--- config.mk ---
export PLATFORM = sky130hd
export DESIGN_NAME = chip_reset_seq
export DESIGN_NICKNAME = d
export VERILOG_FILES = /design/src/rtl/crs_pkg.sv /design/src/rtl/crs_glitch_filter.sv /design/src/rtl/crs_wake_timer.sv /design/src/rtl/crs_strap_latch.sv /design/src/rtl/chip_reset_seq.sv
export SDC_FILE = /design/constraint.sdc
export NUM_CORES = 1
export LEC_CHECK = 0
export CORE_ASPECT_RATIO = 0.9
export CORE_MARGIN = 1
export CORE_UTILIZATION = 39
export CTS_BUF_LIST = sky130_fd_sc_hd__clkbuf_8
export CTS_CLUSTER_DIAMETER = 40
export DETAILED_ROUTE_END_ITERATION = 6
export GPL_TIMING_DRIVEN = 0
export PLACE_DENSITY = 0.86
export SYNTH_ARGS = -nofsm -noshare
export SYNTH_HDL_FRONTEND = slang
export SYNTH_SLANG_ARGS = --single-unit
--- constraint.sdc ---
create_clock -name clk -period 2.5 [get_ports clk]
set_clock_uncertainty 0.15 [all_clocks]
set_input_delay 0.5 -clock clk [delete_from_list [all_inputs] [get_ports clk]]
set_output_delay 0.5 -clock clk [all_outputs]
set_load 0.02 [all_outputs]
--- src/rtl/crs_pkg.sv ---
package crs_pkg;
   typedef enum logic [1:0] {
      CAUSE_NONE = 2'b00,
      CAUSE_PIN  = 2'b01,
      CAUSE_WDOG = 2'b10
   } cause_e;
endpackage

--- src/rtl/crs_glitch_filter.sv ---
module crs_glitch_filter #(
   parameter int unsigned GLITCH_CYCLES = 4
) (
   input  logic clk,
   input  logic rst_n,
   input  logic raw,
   output logic level,
   output logic start
);
   if (GLITCH_CYCLES < 1) begin : g_bad_len
      $error("GLITCH_CYCLES must be at least 1");
   end

   if (GLITCH_CYCLES == 1) begin : g_direct
      always_ff @(posedge clk or negedge rst_n) begin
         if (!rst_n) level <= 1'b0;
         else        level <= raw;
      end
      assign start = raw && !level;
   end else begin : g_count
      localparam int unsigned CW = $clog2(GLITCH_CYCLES);
      localparam logic [CW-1:0] LAST = CW'(GLITCH_CYCLES - 1);
      logic [CW-1:0] run_cnt;

      always_ff @(posedge clk or negedge rst_n) begin
         if (!rst_n) begin
            run_cnt <= '0;
            level   <= 1'b0;
         end else if (!raw) begin
            run_cnt <= '0;
            level   <= 1'b0;
         end else if (run_cnt == LAST) begin
            level   <= 1'b1;
         end else begin
            run_cnt <= run_cnt + 1'b1;
         end
      end
      assign start = raw && !level && (run_cnt == LAST);

      // acceptance only after the full run of high samples
      p_min_width_r2: assert property (@(posedge clk) disable iff (!rst_n)
         $rose(level) |-> ($past(run_cnt) == LAST) && $past(raw));
   end

   // a low sample drops the filtered level at once
   p_drop_on_low_r2: assert property (@(posedge clk) disable iff (!rst_n)
      !raw |=> !level);
endmodule

--- src/rtl/crs_wake_timer.sv ---
module crs_wake_timer #(
   parameter int unsigned WAKE_CYCLES = 16
) (
   input  logic clk,
   input  logic rst_n,
   input  logic restart,
   input  logic advance,
   output logic done
);
   if (WAKE_CYCLES < 1) begin : g_bad_wake
      $error("WAKE_CYCLES must be at least 1");
   end

   localparam int unsigned CW = $clog2(WAKE_CYCLES + 1);
   localparam logic [CW-1:0] TOP = CW'(WAKE_CYCLES);
   logic [CW-1:0] cnt;

   always_ff @(posedge clk or negedge rst_n) begin
      if (!rst_n)                  cnt <= '0;
      else if (restart)            cnt <= '0;
      else if (advance && !done)   cnt <= cnt + 1'b1;
   end
   assign done = (cnt == TOP);

   // counter never passes its limit
   p_wake_limit_r3: assert property (@(posedge clk) disable iff (!rst_n)
      cnt <= TOP);
   // no progress without the oscillator
   p_hold_without_osc_r3: assert property (@(posedge clk) disable iff (!rst_n)
      (!advance && !restart) |=> $stable(cnt));
   // a restart clears the count
   p_restart_r7: assert property (@(posedge clk) disable iff (!rst_n)
      restart |=> (cnt == '0));
endmodule

--- src/rtl/crs_strap_latch.sv ---
module crs_strap_latch #(
   parameter int unsigned          STRAP_W       = 8,
   parameter logic [STRAP_W-1:0]   STRAP_DEFAULT = '0
) (
   input  logic               clk,
   input  logic               rst_n,
   input  logic               capture,
   input  logic [STRAP_W-1:0] d,
   output logic [STRAP_W-1:0] q
);
   for (genvar b = 0; b < STRAP_W; b++) begin : g_bit
      always_ff @(posedge clk or negedge rst_n) begin
         if (!rst_n)       q[b] <= STRAP_DEFAULT[b];
         else if (capture) q[b] <= d[b];
      end
   end

   // straps move only while a filtered pin reset is present
   p_strap_keep_r4: assert property (@(posedge clk) disable iff (!rst_n)
      !capture |=> $stable(q));
endmodule

--- src/rtl/chip_reset_seq.sv ---
module chip_reset_seq
   import crs_pkg::*;
#(
   parameter int unsigned        GLITCH_CYCLES = 4,
   parameter int unsigned        WAKE_CYCLES   = 16,
   parameter int unsigned        STRAP_W       = 8,
   parameter logic [STRAP_W-1:0] STRAP_DEFAULT = '0,
   parameter int unsigned        ADDR_W        = 32,
   parameter int unsigned        N_PERIPH      = 32
) (
   input  logic                clk,
   input  logic                rst_por_n,
   input  logic                pin_rst_in,
   input  logic                wdog_pulse,
   input  logic                osc_ready,
   input  logic                init_done,
   input  logic                flash_busy,
   input  logic [STRAP_W-1:0]  strap_in,
   output logic                sys_rst,
   output logic [STRAP_W-1:0]  strap_q,
   output logic [1:0]          rst_cause,
   output logic [ADDR_W-1:0]   boot_vector,
   output logic [N_PERIPH-1:0] pwr_en_default
);
   if (STRAP_W < 1 || ADDR_W < 1 || N_PERIPH < 1) begin : g_bad_width
      $error("widths must be at least 1");
   end

   logic pin_level, pin_start, any_start, wake_done, release_ok;
   cause_e cause_q;

   crs_glitch_filter #(.GLITCH_CYCLES(GLITCH_CYCLES)) u_filter (
      .clk(clk), .rst_n(rst_por_n), .raw(pin_rst_in),
      .level(pin_level), .start(pin_start));

   assign any_start = pin_start || wdog_pulse;

   crs_wake_timer #(.WAKE_CYCLES(WAKE_CYCLES)) u_wake (
      .clk(clk), .rst_n(rst_por_n), .restart(any_start),
      .advance(sys_rst && osc_ready), .done(wake_done));

   crs_strap_latch #(.STRAP_W(STRAP_W), .STRAP_DEFAULT(STRAP_DEFAULT)) u_straps (
      .clk(clk), .rst_n(rst_por_n), .capture(pin_level),
      .d(strap_in), .q(strap_q));

   assign release_ok = wake_done && osc_ready && init_done && !flash_busy && !pin_level;

   always_ff @(posedge clk or negedge rst_por_n) begin
      if (!rst_por_n) begin
         sys_rst <= 1'b1;
         cause_q <= CAUSE_PIN;
      end else begin
         if (any_start)                   sys_rst <= 1'b1;
         else if (sys_rst && release_ok)  sys_rst <= 1'b0;
         if (pin_start)                   cause_q <= CAUSE_PIN;
         else if (wdog_pulse)             cause_q <= CAUSE_WDOG;
      end
   end

   assign rst_cause      = cause_q;
   assign boot_vector    = '0;
   assign pwr_en_default = '1;

   // a watchdog pulse always yields reset
   p_wdog_asserts_r1: assert property (@(posedge clk) disable iff (!rst_por_n)
      wdog_pulse |=> sys_rst);
   // release only when every gate held
   p_release_gates_r3: assert property (@(posedge clk) disable iff (!rst_por_n)
      $fell(sys_rst) |-> $past(osc_ready && init_done && !pin_level && wake_done));
   // flash settling holds reset
   p_flash_hold_r5: assert property (@(posedge clk) disable iff (!rst_por_n)
      (sys_rst && flash_busy) |=> sys_rst);
   // watchdog cause code
   p_cause_wdog_r6: assert property (@(posedge clk) disable iff (!rst_por_n)
      (wdog_pulse && !pin_start) |=> (rst_cause == 2'b10));
   // pin cause code
   p_cause_pin_r6: assert property (@(posedge clk) disable iff (!rst_por_n)
      pin_start |=> (rst_cause == 2'b01));
endmodule

== Yosys cells after proc, flatten, opt, wreduce, memory -nomap -nowiden ==
Cells that the tools add are included.

* Flip-flop bits (word level): 19
* Input port bits: 15
* Word-level logic and storage cells: 45

* Equal/unequal tests: 4
* Muxes and demuxes: 10
* $add $sub $neg: 2
* Reduce and logical (&&, ||, !) cells: 16

{| class="wikitable"
|+ Operators with widths
! cell !! number
|-
| 5-bit two-way mux || 2
|-
| 1-bit logical AND || 9
|-
| 2-bit two-way mux || 4
|-
| 2-bit nonzero test || 3
|-
| 5-bit by 1-bit adder with 5-bit output (second input constant) || 1
|-
| 5-bit equality test (second input constant) || 1
|-
| 1-bit two-way mux || 4
|-
| 1-bit zero test || 3
|-
| 2-bit by 1-bit adder with 2-bit output (second input constant) || 1
|-
| 2-bit equality test (second input constant) || 1
|-
| 2-bit by 1-bit inequality test with 1-bit output (second input constant) || 1
|-
| 2-bit inequality test (second input constant) || 1
|-
| 1-bit logical OR || 1
|}

== Logic depth before layout (Yosys ltp) ==
* Depth after elaboration: 8
* Gate-level depth with buffers: 5
* Depth with buffers taken out: 5

== Cells and area by module ==
A second synthesis with hierarchy kept.

* Cells, all modules: 134
* Area, all modules: 1381.3 µm²

{| class="wikitable"
|+ Modules (own cells, without submodules)
! module !! cells an instance !! seq. area each (µm²) !! instances !! area an instance (µm²)
|-
| chip_reset_seq || 79 || 77.6 || 1 || 623.1
|-
| crs_strap_latch || 17 || 200.2 || 1 || 331.6
|-
| crs_wake_timer || 27 || 125.1 || 1 || 292.8
|-
| crs_glitch_filter || 11 || 75.1 || 1 || 133.9
|}

== Least setup slack after synthesis ==
Ideal clock, no wire load.

* Path type: reg2reg
* From: register u_wake.cnt[0]
* To: register u_wake.cnt[0]
* Library setup time: 0.078 ns
* Clock period less this slack: 1.456 ns
* Stages on the path, launching flop included: 6
* Required time: 2.272 ns
* Slack: 1.044 ns
* Path buffers: 0
* Arrival: 1.229 ns
* Path through: dfrtp_1 inv_1 ha_1 and4bb_1 or3_1 a21oi_1

* Longest elaborated chain between the ends: 4
* Elaborated cells on any way between the ends: 7

{| class="wikitable"
|+ Ends and longest elaborated chain
! what !! line !! text
|-
| from (decl) || crs_wake_timer.sv:16 || <nowiki>logic [CW-1:0] cnt;</nowiki>
|-
| from (signal assigned) || crs_wake_timer.sv:21 || <nowiki>else if (advance && !done) cnt <= cnt + 1'b1;</nowiki>
|-
| branches (longest 4 deep; another with 5-bit by 1-bit adder with 5-bit output) || n/a ||
|}

Several ways; the timed one is not identified. The select of a mux whose other input is x is not followed.
A chain may end at the register's enable or synchronous reset.

== Worst setup path after layout ==
* From: register sys_rst
* To: output sys_rst

{| class="wikitable"
|+ RTL lines
! what !! line !! text
|-
| from (decl) || chip_reset_seq.sv:19 || <nowiki>output logic sys_rst,</nowiki>
|-
| from (signal assigned) || chip_reset_seq.sv:50 || <nowiki>sys_rst <= 1'b1;</nowiki>
|-
| from (signal assigned) || chip_reset_seq.sv:53 || <nowiki>if (any_start) sys_rst <= 1'b1;</nowiki>
|-
| from (signal assigned) || chip_reset_seq.sv:54 || <nowiki>else if (sys_rst && release_ok) sys_rst <= 1'b0;</nowiki>
|}

No word-level cell between the ends.

==> impl_results.md <==
* Proportion of layout cells with a drive suffix above 1 at 0.348
* Post-synthesis cell area at 0.00132 sq mm
* Largest delay share family, worst path: buffers and inverters
* Max Cap Viol at 0
* Total Power Consumption at 1.17 mW
* Leak pwr at 0.990 nW
* R2r endpoint: u_wake.cnt[0]$_DFFE_PN0P_
* Cell with the largest stage delay on the worst path: sky130_fd_sc_hd__clkdlybuf4s50_1
* Clock buffer count from CTS at 3
* Worst-path cell chain: clkdlybuf4s50_1
* Core Area at 0.00314 sq mm
* Count of nets after finishing at 243
* Number of levels the H-tree was split into at 1
* Wire length per cell after detailed routing at 7.85 microns
* Clock network latency to the later pin of the worst-skew pair at 0.25 ns
* Antenna viol nets, final at 0
* Final routed DRC violation total at 0
* Standard-cell row count at 19
* Setup TNS at 0 ns
* # clock sinks at 19
* Slew Limit Fails at 0
* Launching element type of the critical path: flip-flop
* Number of buffer and inverter instances along the worst setup path at 1
* Setup slack of the worst register-to-register path at 0.88 ns
* Worst r2r path cells at 5
* Initial core utilization at 0.421
* Total global routing overflow at 0
* Total count of hold-check failures in the final report at 0
* ANT cells at 0
* Post-route cell area at 0.00190 sq mm
* Beginning of the worst register-to-register path: u_wake.cnt[0]$_DFFE_PN0P_
* DR iter-0 viols at 7
* Number of register bits inferred by synthesis at 19
* Final estimated routing congestion in global placement at 0.782
* Critical path start-end classification: reg2out
* Startpoint of the most critical hold path: rst_cause[0]$_DFFE_PN1N_
* Min-Delay Endpoint: rst_cause[0]$_DFFE_PN1N_
* Number of post-CTS setup repair buffers at 0
* Depth of the worst hold-timing path at 2
* Register area share after synthesis at 0.362
* Final Core Density at 0.606
* Vias at 929
* Count of mapped cells out of synthesis at 133
* Die height at 57.2 microns
* Clock-pin transition on the worst setup and hold timing paths at 0.06 ns
* Largest net degree at the start of global routing at 20
* Worst-case headroom to the max-slew limit at 0.465
* Post-synthesis cell type count at 26
* Antenna violations before repair at 0
* Clock Tree Buf Depth at 2
* CTS resizes at 0
* Warning count from the yosys run at 0
* Result of the run: finished, final reports clean
* Classification of the worst-slack hold path: reg2reg
* Worst IR Drop VDD at 0.684 mV
* # setup viols final at 0
* TritonCTS clock tree: built
* Area growth from synthesis to layout at 43.9%
* Die outline width at 63.4 microns
* Filler Cell Count at 279
* Actual slew at the worst max-slew pin at 0.799 ns
* First-pass GRT wire length at 3190 microns
* Vias per std cell at 3.49
* Global-route total usage across every layer at 0.107
* Power per cell area at 616 mW/mm^2
* Master cell of the clock root buffer: sky130_fd_sc_hd__clkbuf_8
* Highest fanout seen on the critical path at 7
* CP Data Arrival Time at 1.45 ns
* First drt pass iteration count at 4
* Required arrival time at the worst endpoint at 1.85 ns
* Crit end category: primary output
* Overall die area at 0.00363 sq mm
* Num ports at 90
* Sum of net half-perimeters after detailed placement at 1810 microns
* Detailed Route WL at 2090 microns
* Port Buf Inserts at 25
* Fin crit period at 2.10 ns
* Post-route clock period utilization at 0.840
* Placed instance area at 0.00186 sq mm
* Unrepaired setup endpoints after global routing: false
* Max Fclk at 476 MHz
* Average size of a mapped cell at 9.93 sq um
* Number of global-route vias before repair at 781
* Slowest Stage Delay on Critical Path at 0.63 ns
* # hold bufs at CTS at 0
==> metrics by stage <==
stage          worst slack, ns  hold WS [ns]  std cells
2_1_floorplan             1.04        0.0544        195
3_3_place_gp             0.568         0.307        262
3_5_place_dp             0.547         0.315        262
4_1_cts                  0.393         0.324        266
5_1_grt                  0.364         0.356        266
6_report                 0.401         0.318        266
==> registers in the layout (all words and copies together), names as in the netlist <==
| name | count |
|---|---|
| u_wake.cnt | 5 |
| sys_rst | 1 |
| u_filter.level | 1 |
| u_straps.q | 8 |
| rst_cause | 2 |
| u_filter.g_count.run_cnt | 2 |
==> worst min-delay path, cell delays in order, from the launching register on <==
cell	delay, ns
sky130_fd_sc_hd__dfstp_2	0.37
sky130_fd_sc_hd__inv_1	0.04
sky130_fd_sc_hd__o21ai_0	0.06
==> cell usage in the layout, fill, tap and decap left out, drive strengths merged, types with 4 or more instances in the layout <==
cell type and n:
conb 64, o21ai 5, a21oi 4, buf 65, clkdlybuf4s50 25, mux2 8
dfrtp 17, inv 5
==> power by group <==
part	switching [mW]	internal [mW]
clock	0.0915	0.109
combinational	0.266	0.274
sequential	0.0416	0.389
==> per-layer routing <==
layer / share of wire / global-route usage / vias to the layer above / wire length (microns)
li1: - / - / 490 / -
met1: 0.39 / 0.131 / 396 / 807
met2: 0.53 / 0.199 / 43 / 1100
met3: 0.085 / 0.0200 / 0 / 178
met4: 0 / 0.0195 / 0 / 0
met5: 0 / 0 / - / 0
==> worst max-delay path by stage <==
| stage | from | to | slack (ns) | cells past startpoint |
|---|---|---|---|---|
| after global routing | sys_rst$_DFFE_PN1P_ | sys_rst | 0.36 | 1 |
| after global placement | osc_ready | u_wake.cnt[4]$_DFFE_PN0P_ | 0.57 | 4 |
| after floorplan | u_wake.cnt[0]$_DFFE_PN0P_ | u_wake.cnt[0]$_DFFE_PN0P_ | 1.04 | 5 |
| after detailed placement | osc_ready | u_wake.cnt[0]$_DFFE_PN0P_ | 0.55 | 4 |
| final | sys_rst$_DFFE_PN1P_ | sys_rst | 0.40 | 1 |
| after CTS | sys_rst$_DFFE_PN1P_ | sys_rst | 0.39 | 1 |
==> final cells by class <==
| class | instances | area (sq um) | share of cell area |
|---|---|---|---|
| timing repair buffer | 25 | 250 | 0.132 |
| multi-input combinational | 107 | 576 | 0.303 |
| clock inverter | 1 | 3.75 | 0.00197 |
| tap | 42 | 52.6 | 0.0276 |
| sequential | 19 | 478 | 0.251 |
| inverter | 4 | 15.0 | 0.00789 |
| buffer | 65 | 485 | 0.255 |
| clock buffer | 3 | 41.3 | 0.0217 |
==> Yosys cell counts <==
| master | instances | area [sq um] |
|---|---|---|
| sky130_fd_sc_hd__buf_4 | 64 | 480 |
| sky130_fd_sc_hd__dfrtp_1 | 17 | 425 |
| sky130_fd_sc_hd__mux2_2 | 8 | 90.1 |
| sky130_fd_sc_hd__o21ai_0 | 5 | 25.0 |
| sky130_fd_sc_hd__a21oi_1 | 4 | 20.0 |
| sky130_fd_sc_hd__inv_1 | 4 | 15.0 |
| sky130_fd_sc_hd__ha_1 | 3 | 37.5 |
| sky130_fd_sc_hd__nand2_1 | 3 | 11.3 |
| sky130_fd_sc_hd__or3_1 | 3 | 18.8 |
| sky130_fd_sc_hd__conb_1 | 2 | 7.51 |
| sky130_fd_sc_hd__dfstp_2 | 2 | 52.6 |
| sky130_fd_sc_hd__nand2b_1 | 2 | 12.5 |
| sky130_fd_sc_hd__nand4_1 | 2 | 12.5 |
| sky130_fd_sc_hd__o21a_1 | 2 | 15.0 |
| sky130_fd_sc_hd__a41oi_1 | 1 | 8.76 |
| sky130_fd_sc_hd__and2_1 | 1 | 6.26 |
| sky130_fd_sc_hd__and4bb_1 | 1 | 12.5 |
| sky130_fd_sc_hd__buf_2 | 1 | 5.00 |
| sky130_fd_sc_hd__mux2i_1 | 1 | 10.0 |
| sky130_fd_sc_hd__nand3_1 | 1 | 5.00 |
| sky130_fd_sc_hd__nand3b_1 | 1 | 7.51 |
| sky130_fd_sc_hd__nand4bb_1 | 1 | 11.3 |
| sky130_fd_sc_hd__nor2b_1 | 1 | 6.26 |
| sky130_fd_sc_hd__nor3b_1 | 1 | 7.51 |
| sky130_fd_sc_hd__o41ai_1 | 1 | 8.76 |
| sky130_fd_sc_hd__xnor2_1 | 1 | 8.76 |
==> cell families after synthesis <==
family | count (synthesis) | share of synthesized area
buf+inv | 69 | 0.379
fa+ha+maj | 3 | 0.0284
simple gates | 17 | 0.0843
compound gates | 13 | 0.0587
xor+xnor | 1 | 0.00663
other cells | 2 | 0.00568
flops | 19 | 0.362
mux | 9 | 0.0758
No activity file was read; power rests on OpenSTA's default activity.
